[config.mk]
export PLATFORM = sky130hd
export DESIGN_NAME = nco_sqwave
export DESIGN_NICKNAME = d
export VERILOG_FILES = /design/src/rtl/nco_pkg.sv /design/src/rtl/nco_cfg_hold.sv /design/src/rtl/nco_phase_acc.sv /design/src/rtl/nco_edge_out.sv /design/src/rtl/nco_sqwave.sv
export SDC_FILE = /design/constraint.sdc
export NUM_CORES = 1
export LEC_CHECK = 0
export BUFFER_PORTS_ARGS = -buffer_cell sky130_fd_sc_hd__buf_2
export CAP_MARGIN = 20
export CORE_UTILIZATION = 45
export DETAILED_ROUTE_END_ITERATION = 6
export SLEW_MARGIN = 25
export SYNTH_ARGS = -nofsm -noshare
export SYNTH_HDL_FRONTEND = slang
export SYNTH_SLANG_ARGS = --single-unit
[constraint.sdc]
create_clock -name clk -period 5.2 [get_ports clk]
set_input_delay 1.04 -clock clk [delete_from_list [all_inputs] [get_ports clk]]
set_output_delay 1.04 -clock clk [all_outputs]
set_load 0.01 [all_outputs]
[src/rtl/nco_pkg.sv]
package nco_pkg;

  typedef enum logic {
    WRAP_ARB = 1'b0,
    WRAP_BIN = 1'b1
  } wrap_mode_e;

endpackage

[src/rtl/nco_cfg_hold.sv]
module nco_cfg_hold #(
  parameter int ACC_W = 16
) (
  input  logic             clk,
  input  logic             rst,
  input  logic             load_en,
  input  logic             bin_mode,
  input  logic [ACC_W-1:0] step_in,
  input  logic [ACC_W-1:0] modulus_in,
  output logic [ACC_W-1:0] step_q,
  output logic [ACC_W-1:0] half_q,
  output logic [ACC_W:0]   mod_q
);
  import nco_pkg::*;

  localparam int MOD_W = ACC_W + 1;

  wrap_mode_e       mode_sel;
  logic [MOD_W-1:0] mod_eff;
  logic [ACC_W-1:0] half_eff;
  logic [ACC_W-1:0] step_lim;
  logic [ACC_W-1:0] step_eff;

  always_comb begin
    mode_sel = wrap_mode_e'(bin_mode);
    case (mode_sel)
      WRAP_BIN: mod_eff = MOD_W'(1) << ACC_W;
      default:  mod_eff = {1'b0, modulus_in};
    endcase
    half_eff = mod_eff[MOD_W-1:1];
    step_lim = (half_eff == '0) ? '0 : half_eff - ACC_W'(1);
    step_eff = (step_in > step_lim) ? step_lim : step_in;
  end

  always_ff @(posedge clk) begin
    if (rst || load_en) begin
      step_q <= step_eff;
      half_q <= half_eff;
      mod_q  <= mod_eff;
    end
  end

endmodule

[src/rtl/nco_phase_acc.sv]
module nco_phase_acc #(
  parameter int ACC_W = 16
) (
  input  logic             clk,
  input  logic             rst,
  input  logic [ACC_W-1:0] step_q,
  input  logic [ACC_W:0]   mod_q,
  output logic [ACC_W-1:0] acc,
  output logic             wrap_now
);
  localparam int MOD_W = ACC_W + 1;

  logic [MOD_W-1:0] sum;
  logic [ACC_W-1:0] acc_nx;

  always_comb begin
    sum      = {1'b0, acc} + {1'b0, step_q};
    wrap_now = (step_q != '0) && (sum >= mod_q);
    acc_nx   = wrap_now ? ACC_W'(sum - mod_q) : sum[ACC_W-1:0];
  end

  always_ff @(posedge clk) begin
    if (rst) acc <= '0;
    else     acc <= acc_nx;
  end

endmodule

[src/rtl/nco_edge_out.sv]
module nco_edge_out #(
  parameter int ACC_W = 16
) (
  input  logic             clk,
  input  logic             rst,
  input  logic [ACC_W-1:0] acc,
  input  logic [ACC_W-1:0] half_q,
  input  logic [ACC_W-1:0] step_q,
  input  logic             wrap_now,
  output logic             sq_out,
  output logic             wrap_pulse
);

  always_ff @(posedge clk) begin
    if (rst) begin
      sq_out     <= 1'b0;
      wrap_pulse <= 1'b0;
    end else begin
      sq_out     <= (step_q != '0) && (acc >= half_q);
      wrap_pulse <= wrap_now;
    end
  end

endmodule

[src/rtl/nco_sqwave.sv]
module nco_sqwave #(
  parameter int ACC_W = 16
) (
  input  logic             clk,
  input  logic             rst,
  input  logic             bin_mode,
  input  logic [ACC_W-1:0] step_in,
  input  logic [ACC_W-1:0] modulus_in,
  output logic             sq_out,
  output logic             wrap_pulse
);
  localparam int MOD_W = ACC_W + 1;

  logic [ACC_W-1:0] step_q;
  logic [ACC_W-1:0] half_q;
  logic [MOD_W-1:0] mod_q;
  logic [ACC_W-1:0] acc;
  logic             wrap_now;
  logic             load_en;

  // capture new settings on a wrap, or continuously while idle at step zero
  assign load_en = wrap_now || (step_q == '0);

  nco_cfg_hold #(.ACC_W(ACC_W)) u_cfg (
    .clk        (clk),
    .rst        (rst),
    .load_en    (load_en),
    .bin_mode   (bin_mode),
    .step_in    (step_in),
    .modulus_in (modulus_in),
    .step_q     (step_q),
    .half_q     (half_q),
    .mod_q      (mod_q)
  );

  nco_phase_acc #(.ACC_W(ACC_W)) u_acc (
    .clk      (clk),
    .rst      (rst),
    .step_q   (step_q),
    .mod_q    (mod_q),
    .acc      (acc),
    .wrap_now (wrap_now)
  );

  nco_edge_out #(.ACC_W(ACC_W)) u_out (
    .clk        (clk),
    .rst        (rst),
    .acc        (acc),
    .half_q     (half_q),
    .step_q     (step_q),
    .wrap_now   (wrap_now),
    .sq_out     (sq_out),
    .wrap_pulse (wrap_pulse)
  );

endmodule

==> results of run 1 <==
## logic make-up after synthesis
kind of cell	Yosys count	synth area share
XOR/XNOR	30	0.0556
buffers and inverters	61	0.0516
AND/OR/NAND/NOR	161	0.177
multiplexers	23	0.0492
AO/OA/AOI/OAI	140	0.195
flip-flops	51	0.286
adder cells (fa/ha/maj)	69	0.186
## metal layers
| layer | GRT usage | wire length, um | vias to the layer above |
|---|---|---|---|
| met2 | 0.370 | 5190 | 85 |
| met5 | 0 | 0 | - |
| li1 | - | - | 2032 |
| met1 | 0.307 | 5730 | 1838 |
| met4 | 0.0673 | 267 | 0 |
| met3 | 0.0132 | 269 | 17 |
## worst reg2reg max path, stage by stage (launching register included)
cell and delay, ps:
edfxtp_1 420, ha_1 240, fa_1 400, a21o_1 200
a31o_1 240, o311a_1 320, o41ai_1 340, xnor2_1 180
ha_1 490, nand4_4 200, nor4_1 370, or3_1 180
a21oi_2 60, or2_2 330, nand2_1 90, buf_4 360
## placed cells by master (no fill, tap or decap), drive strengths merged, types with 3 or more instances in the layout
cell type,n
nand2,32
o31a,3
o21ai,24
dfxtp,18
nor3,11
nor2,45
o21a,4
xor2,12
mux2i,21
edfxtp,33
inv,50
o21bai,4
nand4,12
a31oi,4
nand3,12
o211ai,5
nand2b,9
buf,42
xnor2,18
o31ai,4
a21boi,3
nor4,11
nor2b,17
a21oi,48
or3,5
ha,67
clkbuf,6
a211oi,11
a21o,15
## layout make-up
| class | count | area share |
|---|---|---|
| repair buffers | 42 | 0.0437 |
| clock inverters | 2 | 0.00316 |
| flip-flops and latches | 51 | 0.262 |
| clock buffers | 6 | 0.0141 |
| multi-input cells | 423 | 0.608 |
| well taps | 136 | 0.0330 |
| inverters | 49 | 0.0357 |
## sequential cells by signal (all words and copies together), names as in the netlist
register          count
u_acc.acc            16
u_cfg.half_q         16
u_cfg.step_q         16
u_cfg.mod_q           1
u_out.sq_out          1
u_out.wrap_pulse      1
## metrics by stage
step	area, um^2	hold slack [ps]	worst slack (ps)	std cells
3_5_place_dp	5060	616	448	701
5_1_grt	5150	693	99.9	709
2_1_floorplan	4730	553	479	535
3_3_place_gp	5060	616	484	701
6_report	5150	635	431	709
4_1_cts	5150	631	427	709
## final timing paths
| path | to | startpoint | slack (ps) | cells after the start |
|---|---|---|---|---|
| setup / recovery | u_cfg.step_q[4]$_DFFE_PP_ | u_cfg.step_q[0]$_DFFE_PP_ | 430 | 15 |
| hold / removal | u_acc.acc[0]$_SDFF_PP0_ | u_cfg.mod_q[0]$_SDFFCE_PP0P_ | 630 | 2 |
| setup reg to reg | u_cfg.step_q[4]$_DFFE_PP_ | u_cfg.step_q[0]$_DFFE_PP_ | 430 | 15 |
| hold reg to reg | u_acc.acc[0]$_SDFF_PP0_ | u_cfg.mod_q[0]$_SDFFCE_PP0P_ | 630 | 2 |
==> results.sh, run 1 <==
export IMPL_outcome="completed"
export IMPL_hold_path_class="reg -> reg"
export IMPL_worst_slew_pin_slew_ps=572
export IMPL_die_area_um2=10900
export IMPL_fillers=1029
export IMPL_clk_path_buf_depth=2
export IMPL_core_area_um2=10200
export IMPL_drt_iter0_markers=232
export IMPL_regArea_um2=1350
export IMPL_die_w_um=104
export IMPL_fmax_mhz=210
export IMPL_synth_cell_types=62
export IMPL_routed_via_count=3972
export IMPL_row_count=37
export IMPL_grt_first_pass_wirelength_um=19500
export IMPL_drive_gt1_frac=0.119
export IMPL_synth_area_top_cells="edfxtp_1, ha_1, dfxtp_1, a21oi_1, mux2i_1"
export IMPL_track_usage=0.222
export IMPL_crit_type="reg -> reg"
export IMPL_vias_per_cell=5.60
export IMPL_antenna_found_initial=0
export IMPL_die_h_um=104
export IMPL_finalSetupViolCount=0
export IMPL_ios=37
export IMPL_multi_input_area_um2=3130
export IMPL_layout_nets=676
export IMPL_crit_chain="ha_1 -> fa_1 -> a21o_1 -> a31o_1 -> o311a_1 -> o41ai_1 -> xnor2_1 -> ha_1 -> nand4_4 -> nor4_1 -> or3_1 -> a21oi_2 -> or2_2 -> nand2_1 -> buf_4"
export IMPL_synth_seq_cells=51
export IMPL_postCtsSetupRepairBufs=0
export IMPL_cp_max_fo=33
export IMPL_clock_latency_ps=310
export IMPL_synth_warnings=0
export IMPL_synth_nets=639
export IMPL_crit_required_ps=5180
export IMPL_synthTopCellsByCount="ha_1, inv_1, a21oi_1, nor2_1, edfxtp_1"
export IMPL_synthToLayoutAreaGrowth_pct=8.97
export IMPL_place_hpwl_um=9480
export IMPL_grt_pass1_vias=3904
export IMPL_relSlewSlack=0.615
export IMPL_maxCapViolCount=0
export IMPL_wl_um=11500
export IMPL_grt_overflow_total=0
export IMPL_rsz0062_at_grt="no"
export IMPL_synth_most_common_cell="ha_1"
export IMPL_synthCells=535
export IMPL_period_needed_ps=4770
export IMPL_crit_top_cell="ha_1"
export IMPL_max_stage_delay_ps=490
export IMPL_start_util=0.462
export IMPL_htreeDepth=2
export IMPL_synth_edf_count=33
export IMPL_async_flop_share=0
export IMPL_critPathBufInv=1
export IMPL_yosysSeqAreaShare=0.286
export IMPL_critPathTopFamily="simple AND/OR/NAND/NOR gates"
export IMPL_slowest_stage="ha_1"
export IMPL_crit_arrival_ps=4750
export IMPL_setup_tns_ps=0
export IMPL_portBuffers=36
export IMPL_yosysTopAreaCell="edfxtp_1"
export IMPL_fin_crit_sh=0.917
export IMPL_syn_avg_cell_area_um2=8.84
export IMPL_tritoncts="built"
export IMPL_end_kind="flop"
export IMPL_drc_errors=0
export IMPL_place_gp_congestion=0.864
export IMPL_cts_reportedPaths_clkPinSlew_ps=100
export IMPL_synth_area_um2=4730
export IMPL_dr_pass1_iters=5
export IMPL_grt_start_max_net_pins=34
export IMPL_synth_top_area_frac=0.210
export IMPL_post_cts_resized=0
export IMPL_numCtsBuffers=5
export IMPL_cts_root_buffer="clkbuf_8"
export IMPL_diodes=0
export IMPL_clock_skew_ps=7.12
export IMPL_utilization=0.503
export IMPL_ys_flop_type="edfxtp_1"
export IMPL_routedWlPerCell_um=16.2
export IMPL_cts_hold_buf=0
export IMPL_hold_viol_final=0
export IMPL_slew_viol_final=0
export IMPL_clock_sinks=51
export IMPL_drtAntennaViolNets=0
export IMPL_start_kind="flop"
Power of run 1 is left out: the tool's default activity adds up to more than one toggle a clock period on the data nets, which glitch-free logic cannot reach.
==> inputs of run 2 (changes only) <==
Settings changed: CTS_CLUSTER_SIZE set to 24.
Clock period 5.2 ns to 4.9 ns, I/O delays scaled along.
==> run 2 against run 1 <==
  * Non-clock buffer count up 1
  * Count of clock-buffer cells in the layout unchanged
  * Die area unchanged
  * Final cell count up 0.14%
  * Utilization up 0.42 points
  * Via count down 0.63%
  * Worst setup slack worse by 61 ps
  * Sequential share of layout area down 0.21 points
  * Highest routed layer unchanged
  * Critical path depth unchanged
  * Hold slack worse by 13 ps
==> results.sh, run 2 (synthesis results as in run 1) <==
export IMPL_place_hpwl_um=9500
export IMPL_dr_pass1_iters=4
export IMPL_layout_nets=677
export IMPL_relSlewSlack=0.546
export IMPL_routedWlPerCell_um=16.2
export IMPL_die_h_um=104
export IMPL_rsz0062_at_grt="no"
export IMPL_ff2ff_setup_slack_ps=370
export IMPL_fillers=1004
export IMPL_core_area_um2=10200
export IMPL_startpoint="u_cfg.step_q[0]$_DFFE_PP_"
export IMPL_drc_errors=0
export IMPL_setup_tns_ps=0
export IMPL_clock_latency_ps=310
export IMPL_cts_reportedPaths_clkPinSlew_ps=100
export IMPL_worstRegToRegCells=15
export IMPL_fin_cells=710
export IMPL_fin_crit_sh=0.925
export IMPL_worst_slew_pin_slew_ps=674
export IMPL_start_kind="flop"
export IMPL_routed_via_count=3947
export IMPL_diodes=0
export IMPL_drt_iter0_markers=272
export IMPL_track_usage=0.219
export IMPL_grt_pass1_vias=3887
export IMPL_fmax_mhz=221
export IMPL_synthToLayoutAreaGrowth_pct=9.87
export IMPL_top_regs="u_acc.acc (16), u_cfg.half_q (16), u_cfg.step_q (16)"
export IMPL_hold_path_class="reg -> reg"
export IMPL_portBuffers=36
export IMPL_crit_required_ps=4960
export IMPL_start_util=0.462
export IMPL_grt_first_pass_wirelength_um=19100
export IMPL_crit_arrival_ps=4600
export IMPL_hold_viol_final=0
export IMPL_cp_max_fo=33
export IMPL_wl_um=11500
export IMPL_slew_viol_final=0
export IMPL_cts_root_buffer="clkbuf_8"
export IMPL_drive_gt1_frac=0.124
export IMPL_finalSetupViolCount=0
export IMPL_outcome="completed"
export IMPL_drtAntennaViolNets=0
export IMPL_layout_common_cells="ha_1, inv_1, a21oi_1, nor2_1, buf_2"
export IMPL_die_w_um=104
export IMPL_clock_skew_ps=10.2
export IMPL_grt_overflow_total=0
export IMPL_r2r_start="u_cfg.step_q[0]$_DFFE_PP_"
export IMPL_dp_cells=701
export IMPL_worstReg2RegEnd="u_cfg.step_q[1]$_DFFE_PP_"
export IMPL_period_needed_ps=4530
export IMPL_row_count=37
export IMPL_maxCapViolCount=0
export IMPL_clock_sinks=51
export IMPL_place_gp_congestion=0.894
export IMPL_antenna_found_initial=0
export IMPL_clk_path_buf_depth=2
export IMPL_die_area_um2=10900
export IMPL_numCtsBuffers=5
export IMPL_grt_start_max_net_pins=34
export IMPL_vias_per_cell=5.56
export IMPL_htreeDepth=2
export IMPL_final_common_cell="ha_1"
export IMPL_crit_end="u_cfg.step_q[1]$_DFFE_PP_"
export IMPL_tritoncts="built"
export IMPL_crit_type="reg -> reg"
export IMPL_ios=37
export IMPL_end_kind="flop"
[run 2: cell count changes in the layout (fill, tap and decap cells not counted), sizes merged]
cell / before / now
buf: 42 / 43
[run 2: critical path: stages, from the launching register on]
cell and delay (ps):
edfxtp_1 430, ha_1 260, fa_1 410, a21o_1 210, a31o_1 240, o311a_1 320, o41ai_1 310, xnor2_1 200
ha_1 380, a211oi_1 250, o21bai_1 170, or3_1 390, a21oi_2 220, or2_2 180, nand2_1 100, buf_12 190
[run 2: worst min path at each step]
stage | end | startpoint | cells past startpoint | slack (ps)
after floorplan | u_acc.acc[0]$_SDFF_PP0_ | u_cfg.mod_q[0]$_SDFFCE_PP0P_ | 2 | 550
after global placement | u_acc.acc[0]$_SDFF_PP0_ | u_cfg.mod_q[0]$_SDFFCE_PP0P_ | 2 | 630
after detailed placement | u_acc.acc[0]$_SDFF_PP0_ | u_cfg.mod_q[0]$_SDFFCE_PP0P_ | 2 | 620
after CTS | u_acc.acc[0]$_SDFF_PP0_ | u_cfg.mod_q[0]$_SDFFCE_PP0P_ | 2 | 620
after global routing | u_acc.acc[0]$_SDFF_PP0_ | u_cfg.mod_q[0]$_SDFFCE_PP0P_ | 2 | 670
final | u_acc.acc[0]$_SDFF_PP0_ | u_cfg.mod_q[0]$_SDFFCE_PP0P_ | 2 | 620
[run 2: metal layers]
metal / track usage / share of wire
met3: 0.0188 / 0.022
met4: 0.0541 / 0.014
met2: 0.371 / 0.47
met1: 0.301 / 0.50
met5: 0 / 0
[run 2: cell type report]
cell class	count	area, um^2	share of cell area
Tap cell	136	170	0.0328
Sequential cell	51	1350	0.260
Inverter	49	184	0.0354
Clock buffer	6	72.6	0.0140
Multi-Input combinational cell	423	3140	0.605
Timing Repair Buffer	43	258	0.0496
Clock inverter	2	16.3	0.00313
[run 2: what timing repair did]
action	4_1_cts	5_1_grt
setup endpoints to repair	0	49
gates resized for setup	0	2
hold buffers	0	0
buffers inserted	0	1
[run 2: through the flow]
| stage | cell area, um^2 | util | hold slack, ps | worst slack [ps] |
|---|---|---|---|---|
| after floorplan | 4730 | - | 553 | 239 |
| after global placement | 5070 | 0.496 | 628 | 431 |
| after CTS | 5160 | 0.505 | 622 | 266 |
| after global routing | 5190 | 0.508 | 672 | 45.4 |
| after detailed placement | 5070 | 0.496 | 619 | 279 |
| final | 5190 | 0.508 | 622 | 369 |
Power of run 2 is left out for the same reason.
